<file path="src/rtl/pic_pkg.sv">
package pic_pkg;

  // Per-cycle strobes decoded from the register bus
  typedef struct packed {
    logic vecWe;     // write vector word of the indexed source
    logic prioWe;    // write priority of the indexed source
    logic enSet;     // set enables for ones in write data
    logic enClr;     // clear enables for ones in write data
    logic trigWe;    // write the trigger-type mask
    logic spurWe;    // write the spurious vector
    logic claimNow;  // normal-mode claim read: select and acknowledge
    logic memoNow;   // protect-mode claim read: select and remember
    logic ackHeld;   // protect-mode claim write: acknowledge remembered winner
    logic eoi;       // end-of-service: pop the level stack
  } strobe_t;

  typedef enum logic [2:0] {
    RD_NONE,
    RD_CLAIM,
    RD_ENABLE,
    RD_TRIG,
    RD_SPUR,
    RD_MODE
  } rd_sel_e;

endpackage

</file>
<file path="src/rtl/pic_control.sv">
module pic_control
  import pic_pkg::*;
#(
  parameter int IDX_W = 5
) (
  input  logic              clk,
  input  logic              rstN,
  input  logic              busSel,
  input  logic              busWr,
  input  logic [IDX_W+1:0]  busAddr,
  input  logic              modeBit,
  output strobe_t           stb,
  output rd_sel_e           rdSel,
  output logic              protectMode
);

  localparam int ADDR_W = IDX_W + 2;
  localparam logic [IDX_W-1:0] OFF_ENSET = IDX_W'(0);
  localparam logic [IDX_W-1:0] OFF_ENCLR = IDX_W'(1);
  localparam logic [IDX_W-1:0] OFF_TRIG  = IDX_W'(2);
  localparam logic [IDX_W-1:0] OFF_SPUR  = IDX_W'(3);
  localparam logic [IDX_W-1:0] OFF_MODE  = IDX_W'(4);
  localparam logic [IDX_W-1:0] OFF_CLAIM = IDX_W'(5);
  localparam logic [IDX_W-1:0] OFF_EOI   = IDX_W'(6);

  logic [1:0]       region;
  logic [IDX_W-1:0] off;
  logic             isWr, isRd, isCtrl;

  assign region = busAddr[ADDR_W-1:IDX_W];
  assign off    = busAddr[IDX_W-1:0];
  assign isWr   = busSel & busWr;
  assign isRd   = busSel & ~busWr;
  assign isCtrl = region[1];

  always_comb begin
    stb          = '0;
    stb.vecWe    = isWr && (region == 2'b00);
    stb.prioWe   = isWr && (region == 2'b01);
    stb.enSet    = isWr && isCtrl && (off == OFF_ENSET);
    stb.enClr    = isWr && isCtrl && (off == OFF_ENCLR);
    stb.trigWe   = isWr && isCtrl && (off == OFF_TRIG);
    stb.spurWe   = isWr && isCtrl && (off == OFF_SPUR);
    stb.claimNow = isRd && isCtrl && (off == OFF_CLAIM) && !protectMode;
    stb.memoNow  = isRd && isCtrl && (off == OFF_CLAIM) && protectMode;
    stb.ackHeld  = isWr && isCtrl && (off == OFF_CLAIM) && protectMode;
    stb.eoi      = isWr && isCtrl && (off == OFF_EOI);
  end

  always_comb begin
    rdSel = RD_NONE;
    if (isRd && isCtrl) begin
      case (off)
        OFF_ENSET: rdSel = RD_ENABLE;
        OFF_TRIG:  rdSel = RD_TRIG;
        OFF_SPUR:  rdSel = RD_SPUR;
        OFF_MODE:  rdSel = RD_MODE;
        OFF_CLAIM: rdSel = RD_CLAIM;
        default:   rdSel = RD_NONE;
      endcase
    end
  end

  always_ff @(posedge clk or negedge rstN) begin
    if (!rstN) protectMode <= 1'b0;
    else if (isWr && isCtrl && (off == OFF_MODE)) protectMode <= modeBit;
  end


  mode_write_chk: assert property (@(posedge clk) disable iff (!rstN)
    (isWr && isCtrl && (off == OFF_MODE)) |=> (protectMode == $past(modeBit)));


  mode_hold_chk: assert property (@(posedge clk) disable iff (!rstN)
    !(isWr && isCtrl && (off == OFF_MODE)) |=> $stable(protectMode));

endmodule

</file>
<file path="src/rtl/pic_datapath.sv">
module pic_datapath
  import pic_pkg::*;
#(
  parameter int NUM_SRC     = 32,
  parameter int PRIO_W      = 3,
  parameter int STACK_DEPTH = 8,
  parameter int DATA_W      = 32,
  parameter int IDX_W       = 5
) (
  input  logic               clk,
  input  logic               rstN,
  input  strobe_t            stb,
  input  rd_sel_e            rdSel,
  input  logic               protectMode,
  input  logic [IDX_W-1:0]   cfgIdx,
  input  logic [DATA_W-1:0]  wdata,
  input  logic [NUM_SRC-1:0] srcIn,
  output logic [DATA_W-1:0]  rdata,
  output logic               irqN
);

  localparam int LVL_W = PRIO_W + 1;             // 0 = idle, p+1 = priority p
  localparam int SP_W  = $clog2(STACK_DEPTH + 1);
  localparam int ST_IW = (STACK_DEPTH > 1) ? $clog2(STACK_DEPTH) : 1;

  logic [DATA_W-1:0]  vecMem   [NUM_SRC];
  logic [PRIO_W-1:0]  prioMem  [NUM_SRC];
  logic [LVL_W-1:0]   stackMem [STACK_DEPTH];
  logic [NUM_SRC-1:0] enMask, edgeMask, prevIn, edgeFlag;
  logic [DATA_W-1:0]  spurVec;
  logic [SP_W-1:0]    sp, spDec;
  logic [LVL_W-1:0]   curLevel, heldLevel;
  logic [IDX_W-1:0]   heldIdx;
  logic               heldValid;

  logic [NUM_SRC-1:0] rise, pending, eligible, clrMask;
  logic               bestValid, above, doAck;
  logic [IDX_W-1:0]   bestIdx, ackIdx;
  logic [PRIO_W-1:0]  bestPrio;
  logic [LVL_W-1:0]   bestLevel, ackLevel;
  logic [DATA_W-1:0]  claimVec;

  assign rise     = srcIn & ~prevIn;
  assign pending  = (edgeMask & edgeFlag) | (~edgeMask & srcIn);
  assign eligible = pending & enMask;

  // Priority resolver: scan downwards so that ties go to the lower number
  always_comb begin
    bestValid = 1'b0;
    bestIdx   = '0;
    bestPrio  = '0;
    for (int i = NUM_SRC - 1; i >= 0; i--) begin
      if (eligible[i] && (!bestValid || prioMem[i] >= bestPrio)) begin
        bestValid = 1'b1;
        bestIdx   = IDX_W'(i);
        bestPrio  = prioMem[i];
      end
    end
  end

  assign bestLevel = {1'b0, bestPrio} + LVL_W'(1);
  assign above     = bestValid && (bestLevel > curLevel);
  assign irqN      = ~above;
  assign claimVec  = above ? vecMem[bestIdx] : spurVec;

  assign spDec    = sp - SP_W'(1);
  assign doAck    = ((stb.claimNow && above) || (stb.ackHeld && heldValid))
                    && (sp < SP_W'(STACK_DEPTH));
  assign ackIdx   = stb.claimNow ? bestIdx : heldIdx;
  assign ackLevel = stb.claimNow ? bestLevel : heldLevel;
  assign clrMask  = doAck ? (NUM_SRC'(1) << ackIdx) : '0;

  always_ff @(posedge clk or negedge rstN) begin
    if (!rstN) begin
      for (int i = 0; i < NUM_SRC; i++) begin
        vecMem[i]  <= '0;
        prioMem[i] <= '0;
      end
      for (int j = 0; j < STACK_DEPTH; j++) stackMem[j] <= '0;
      enMask    <= '0;
      edgeMask  <= '0;
      prevIn    <= '0;
      edgeFlag  <= '0;
      spurVec   <= '0;
      sp        <= '0;
      curLevel  <= '0;
      heldValid <= 1'b0;
      heldIdx   <= '0;
      heldLevel <= '0;
    end else begin
      prevIn   <= srcIn;
      edgeFlag <= ((edgeFlag & ~clrMask) | rise) & edgeMask;
      if (stb.vecWe)  vecMem[cfgIdx]  <= wdata;
      if (stb.prioWe) prioMem[cfgIdx] <= wdata[PRIO_W-1:0];
      if (stb.enSet)  enMask   <= enMask | wdata[NUM_SRC-1:0];
      if (stb.enClr)  enMask   <= enMask & ~wdata[NUM_SRC-1:0];
      if (stb.trigWe) edgeMask <= wdata[NUM_SRC-1:0];
      if (stb.spurWe) spurVec  <= wdata;

      if (stb.memoNow) begin
        heldValid <= above;
        heldIdx   <= bestIdx;
        heldLevel <= bestLevel;
      end else if (doAck) begin
        heldValid <= 1'b0;
      end

      if (doAck) begin
        stackMem[sp[ST_IW-1:0]] <= curLevel;
        sp       <= sp + SP_W'(1);
        curLevel <= ackLevel;
      end else if (stb.eoi) begin
        if (sp == '0) begin
          curLevel <= '0;
        end else begin
          curLevel <= stackMem[spDec[ST_IW-1:0]];
          sp       <= spDec;
        end
      end
    end
  end

  always_comb begin
    case (rdSel)
      RD_CLAIM:  rdata = claimVec;
      RD_ENABLE: rdata = DATA_W'(enMask);
      RD_TRIG:   rdata = DATA_W'(edgeMask);
      RD_SPUR:   rdata = spurVec;
      RD_MODE:   rdata = DATA_W'(protectMode);
      default:   rdata = '0;
    endcase
  end


  ack_raises_level_chk: assert property (@(posedge clk) disable iff (!rstN)
    doAck |=> (curLevel > $past(curLevel)));


  spurious_quiet_chk: assert property (@(posedge clk) disable iff (!rstN)
    (stb.claimNow && !above) |=> ($stable(curLevel) && $stable(sp)));


  stack_bound_chk: assert property (@(posedge clk) disable iff (!rstN)
    sp <= SP_W'(STACK_DEPTH));


  stack_idle_chk: assert property (@(posedge clk) disable iff (!rstN)
    (!stb.claimNow && !stb.ackHeld && !stb.eoi) |=> $stable(sp));


  memo_no_push_chk: assert property (@(posedge clk) disable iff (!rstN)
    stb.memoNow |=> ($stable(sp) && $stable(curLevel)));

endmodule

</file>
<file path="src/rtl/prio_irq_ctrl.sv">
module prio_irq_ctrl
  import pic_pkg::*;
#(
  parameter int NUM_SRC     = 32,
  parameter int PRIO_W      = 3,
  parameter int STACK_DEPTH = 8,
  parameter int DATA_W      = 32,
  localparam int IDX_W      = $clog2(NUM_SRC),
  localparam int ADDR_W     = IDX_W + 2
) (
  input  logic               clk,
  input  logic               rstN,
  input  logic               busSel,
  input  logic               busWr,
  input  logic [ADDR_W-1:0]  busAddr,
  input  logic [DATA_W-1:0]  busWdata,
  output logic [DATA_W-1:0]  busRdata,
  input  logic [NUM_SRC-1:0] srcIn,
  output logic               irqN
);

  strobe_t stb;
  rd_sel_e rdSel;
  logic    protectMode;

  pic_control #(.IDX_W(IDX_W)) u_ctrl (
    .clk         (clk),
    .rstN        (rstN),
    .busSel      (busSel),
    .busWr       (busWr),
    .busAddr     (busAddr),
    .modeBit     (busWdata[0]),
    .stb         (stb),
    .rdSel       (rdSel),
    .protectMode (protectMode)
  );

  pic_datapath #(
    .NUM_SRC     (NUM_SRC),
    .PRIO_W      (PRIO_W),
    .STACK_DEPTH (STACK_DEPTH),
    .DATA_W      (DATA_W),
    .IDX_W       (IDX_W)
  ) u_data (
    .clk         (clk),
    .rstN        (rstN),
    .stb         (stb),
    .rdSel       (rdSel),
    .protectMode (protectMode),
    .cfgIdx      (busAddr[IDX_W-1:0]),
    .wdata       (busWdata),
    .srcIn       (srcIn),
    .rdata       (busRdata),
    .irqN        (irqN)
  );

endmodule

</file>
<file path="config.mk">
export PLATFORM = sky130hd
export DESIGN_NAME = prio_irq_ctrl
export DESIGN_NICKNAME = d
export VERILOG_FILES = /design/src/rtl/pic_pkg.sv /design/src/rtl/pic_control.sv /design/src/rtl/pic_datapath.sv /design/src/rtl/prio_irq_ctrl.sv
export SDC_FILE = /design/constraint.sdc
export NUM_CORES = 2
export LEC_CHECK = 0
export BUFFER_PORTS_ARGS = -buffer_cell sky130_fd_sc_hd__buf_4
export CAP_MARGIN = 20
export CELL_PAD_IN_SITES_DETAIL_PLACEMENT = 1
export CELL_PAD_IN_SITES_GLOBAL_PLACEMENT = 1
export CORE_AREA = 2 2 397 320
export CTS_BUF_LIST = sky130_fd_sc_hd__clkbuf_2
export DETAILED_ROUTE_END_ITERATION = 8
export DIE_AREA = 0 0 399 322
export GPL_TIMING_DRIVEN = 0
export PLACE_DENSITY_LB_ADDON = 0.25
export SETUP_SLACK_MARGIN = 0.4
export SYNTH_ARGS = -nofsm -noshare
export SYNTH_HDL_FRONTEND = slang
export SYNTH_HIERARCHICAL = 1
export SYNTH_SLANG_ARGS = --single-unit
</file>
<file path="constraint.sdc">
create_clock -name clk -period 90.4 [get_ports clk]
set_input_delay 18.08 -clock clk [delete_from_list [all_inputs] [get_ports clk]]
set_output_delay 18.08 -clock clk [all_outputs]
set_load 0.02 [all_outputs]
</file>
==> flow_summary.ini <==
[flow_run]
cap_violations = 0

[worst_setup_path]
required_ps = 72320
critPathSlowestCell = or4b_2
path_common_cell = ha_1
crit_path_max_incr_delay_ps = 650
start_kind = primary input
r2r_cells = 233
end_kind = primary output
r2r_setup_slack_ps = 39130
timing.rr.end = u_data/stackMem[7]
worstSetupPathType = in -> out
critPathMaxFanout = 10
arrival_ps = 68810

[logic_synthesis]
seq_area_frac_synth_pct = 50.67
synth_nets = 5964
synth_seq_cells = 1331
yosys_warnings = 6
syn_inst = 5812
async_reset_ff_share_pct = 100.0
synth_edf_count = 0
synth.distinct_cells = 114
synthFlopType = dfrtp_1
syn_avg_cell_area_um2 = 11.31
synth_area_mm2 = 0.06573

[grt]
track_usage_pct = 43.64
grt_pass1_wl_um = 396800
grt_pass1_vias = 56146
grt-ovfl-total = 0
antenna_found_initial = 34
grt_max_degree = 174

[pwr]
internal-power_mw = 0.9690
p_sw_mw = 0.8550
pwr-share-seq_pct = 35.4
p_leak_nw = 34.83
ir_worst_vdd_v = 0.00001871
power_frac_comb_pct = 42.0
p_per_area_mw_per_mm2 = 25.06
p_sw_share_pct = 46.88
p_clk_share_pct = 22.7

[cts]
cts_buffers = 349
cts_sinks = 1331
cts_htree_levels = 5
cts_root_buffer = clkbuf_2
holdBufCountCts = 0
clkLatencyLatePin_ps = 1850
path_clk_slew_ps = 100
cts_tree = yes
clockBufferDepth = 4

[placement]
pre_cts_slack_ps = 481.3
gp_congestion = 1.004
hpwl_um = 206300
port_buffers = 105

[route]
routed.top_layer = met5
wl_met1_um = 107000
ant_nets = 0
num_vias = 54873
wire_per_inst_um = 34.49
drc = 0
routed_wl_um = 283100
wl_met2_um = 116800
via_per_inst = 6.686
wl_met3_um = 37660
dr.first_iter.drc_count = 6773
firstDrtPassIters = 6

[die]
die_h_um = 322
rows = 116
dieArea_mm2 = 0.1285
start_util_pct = 52.78
die_w_um = 399
pin_count = 108
core_area_mm2 = 0.1245

[sta]
finalWorstPathRequiredPeriod_ps = 86890
layout_setup_ws_ps = 3511
fin_skew_ps = 148.8
hold_violations = 0
tightest_slew_ps = 1709
slew_headroom_pct = -13.92
drv_slew = 7
fmax_mhz = 11.51
fin_crit_sh_pct = 96.12
finalSetupViolCount = 0
finalSetupTns_ps = 0
rsz0062_at_grt = no

[layout]
final_core_util_pct = 58.45
drive_gt1_share_pct = 32.74
nNetsFinal = 6489
syn_to_final_growth_pct = 10.74

[worst_hold_path]
min_to = u_data/edgeFlag[5]
min_from = u_data/prevIn[5]
min_path_cells = 2
hold_class = reg -> reg

[outcome]
status = finished with violations
violations = max-slew violations
## kinds of logic after synthesis
kind of cell	after synthesis	synth area share [%]
flip-flops	1331	50.67
buffers and inverters	504	3.257
AND/OR/NAND/NOR	1606	11.15
adder cells (fa/ha/maj)	79	1.496
XOR/XNOR	3	0.03998
AO/OA/AOI/OAI	872	9.247
multiplexers	1417	24.14
## critical path, delay by kind of cell
family / cells / cell delay [ps]
compound gates: 98 / 20850
simple gates: 77 / 13430
fa+ha+maj: 35 / 9800
mux: 10 / 3620
buf+inv: 15 / 2870
## cells in the mapped netlist (all sizes together) (48+ instances only)
| cell type | n | area, um2 |
|---|---|---|
| nor2 | 235 | 925.9 |
| buf | 170 | 887.1 |
| a21oi | 207 | 1051 |
| ha | 77 | 963.4 |
| a21boi | 68 | 521.8 |
| nand2 | 777 | 2929 |
| mux2 | 1256 | 14150 |
| nand2b | 68 | 425.4 |
| a2111oi | 58 | 548.0 |
| dfrtp | 1331 | 33310 |
| mux2i | 153 | 1531 |
| inv | 81 | 304.0 |
| clkbuf | 253 | 949.7 |
| nand3 | 287 | 1449 |
| o21ai | 213 | 1092 |
| nand4 | 48 | 306.5 |
## area by class of cell
class | count | area [um2]
buffer | 423 | 1857
multi-input combinational | 3977 | 30700
antenna | 22 | 55.05
tap | 1652 | 2067
clock buffer | 479 | 2397
fill | 13397 | 51740
sequential | 1331 | 33310
clock inverter | 68 | 391.6
inverter | 81 | 304.0
timing repair buffer | 174 | 1709
## registers in the layout (all words and copies together) (netlist names), named ones only
| register | cells |
|---|---|
| u_data/heldValid | 1 |
| u_data/stackMem | 32 |
| u_data/heldLevel | 4 |
| u_data/prevIn | 32 |
| u_data/prioMem | 96 |
| u_data/spurVec | 32 |
| u_data/vecMem | 1024 |
| u_ctrl/protectMode | 1 |
| u_data/edgeMask | 32 |
| u_data/sp | 4 |
| u_data/curLevel | 4 |
| u_data/heldIdx | 5 |
| u_data/edgeFlag | 32 |
## placed cells by master (no fill, tap or decap), types with 24 or more instances in the layout
| cell | instances |
|---|---|
| clkinv_1 | 55 |
| a221oi_1 | 31 |
| mux2_1 | 27 |
| a21oi_1 | 201 |
| a2111oi_2 | 24 |
| and3_1 | 27 |
| a21o_1 | 24 |
| o21ai_1 | 26 |
| dfrtp_1 | 1331 |
| mux2_2 | 1226 |
| buf_1 | 79 |
| nor3_1 | 31 |
| a32o_1 | 29 |
| buf_6 | 26 |
| mux2i_1 | 152 |
| a21boi_0 | 44 |
| nand2_1 | 774 |
| buf_4 | 127 |
| nand2b_1 | 68 |
| clkbuf_2 | 483 |
| nor2b_1 | 26 |
| ha_1 | 77 |
| a221o_1 | 34 |
| and2_1 | 29 |
| buf_2 | 78 |
| nand4_1 | 47 |
| o21ai_0 | 179 |
| nand3_1 | 285 |
| clkbuf_1 | 245 |
| nor2_1 | 224 |
| inv_1 | 81 |
## power by group through the flow
stage	clock network (mW)	logic (mW)	registers (mW)
2_1_floorplan	0	0.339	0.647
3_3_place_gp	0	0.666	0.653
3_5_place_dp	0	0.704	0.655
4_1_cts	0.416	0.708	0.643
5_1_grt	0.447	0.766	0.647
6_report	0.413	0.766	0.645
## repair_timing
action	4_1_cts	5_1_grt
setup endpoints to repair	2	33
resized for setup	2	116
buffers inserted	0	7
pin swaps	0	6
## worst max path at each step
| stage | startpoint | end | depth (start not counted) |
|---|---|---|---|
| after CTS | srcIn[31] | busRdata[29] | 235 |
| after global placement | srcIn[31] | busRdata[29] | 236 |
| after global routing | srcIn[31] | busRdata[23] | 236 |
| final | srcIn[31] | busRdata[23] | 235 |
| after floorplan | srcIn[31] | busRdata[12] | 235 |
| after detailed placement | srcIn[31] | busRdata[29] | 235 |
## layer usage
metal,vias to the layer above,GRT usage [%]
li1,21948,-
met1,28238,54.88
met2,3605,60.35
met3,1044,18.62
met4,38,29.77
met5,-,2.698
## through the flow
step | cells | cell area [um2] | hold WS [ps] | total power, mW
floorplan | 5812 | 65730 | 471.1 | 0.9861
global placement | 7569 | 68590 | 478.0 | 1.319
detailed placement | 7619 | 69410 | 488.7 | 1.359
CTS | 8166 | 72200 | 456.6 | 1.768
global route | 8192 | 72750 | 494.6 | 1.860
finish | 8207 | 72790 | 448.0 | 1.824
Note: power is estimated with default switching activity, not from simulation.
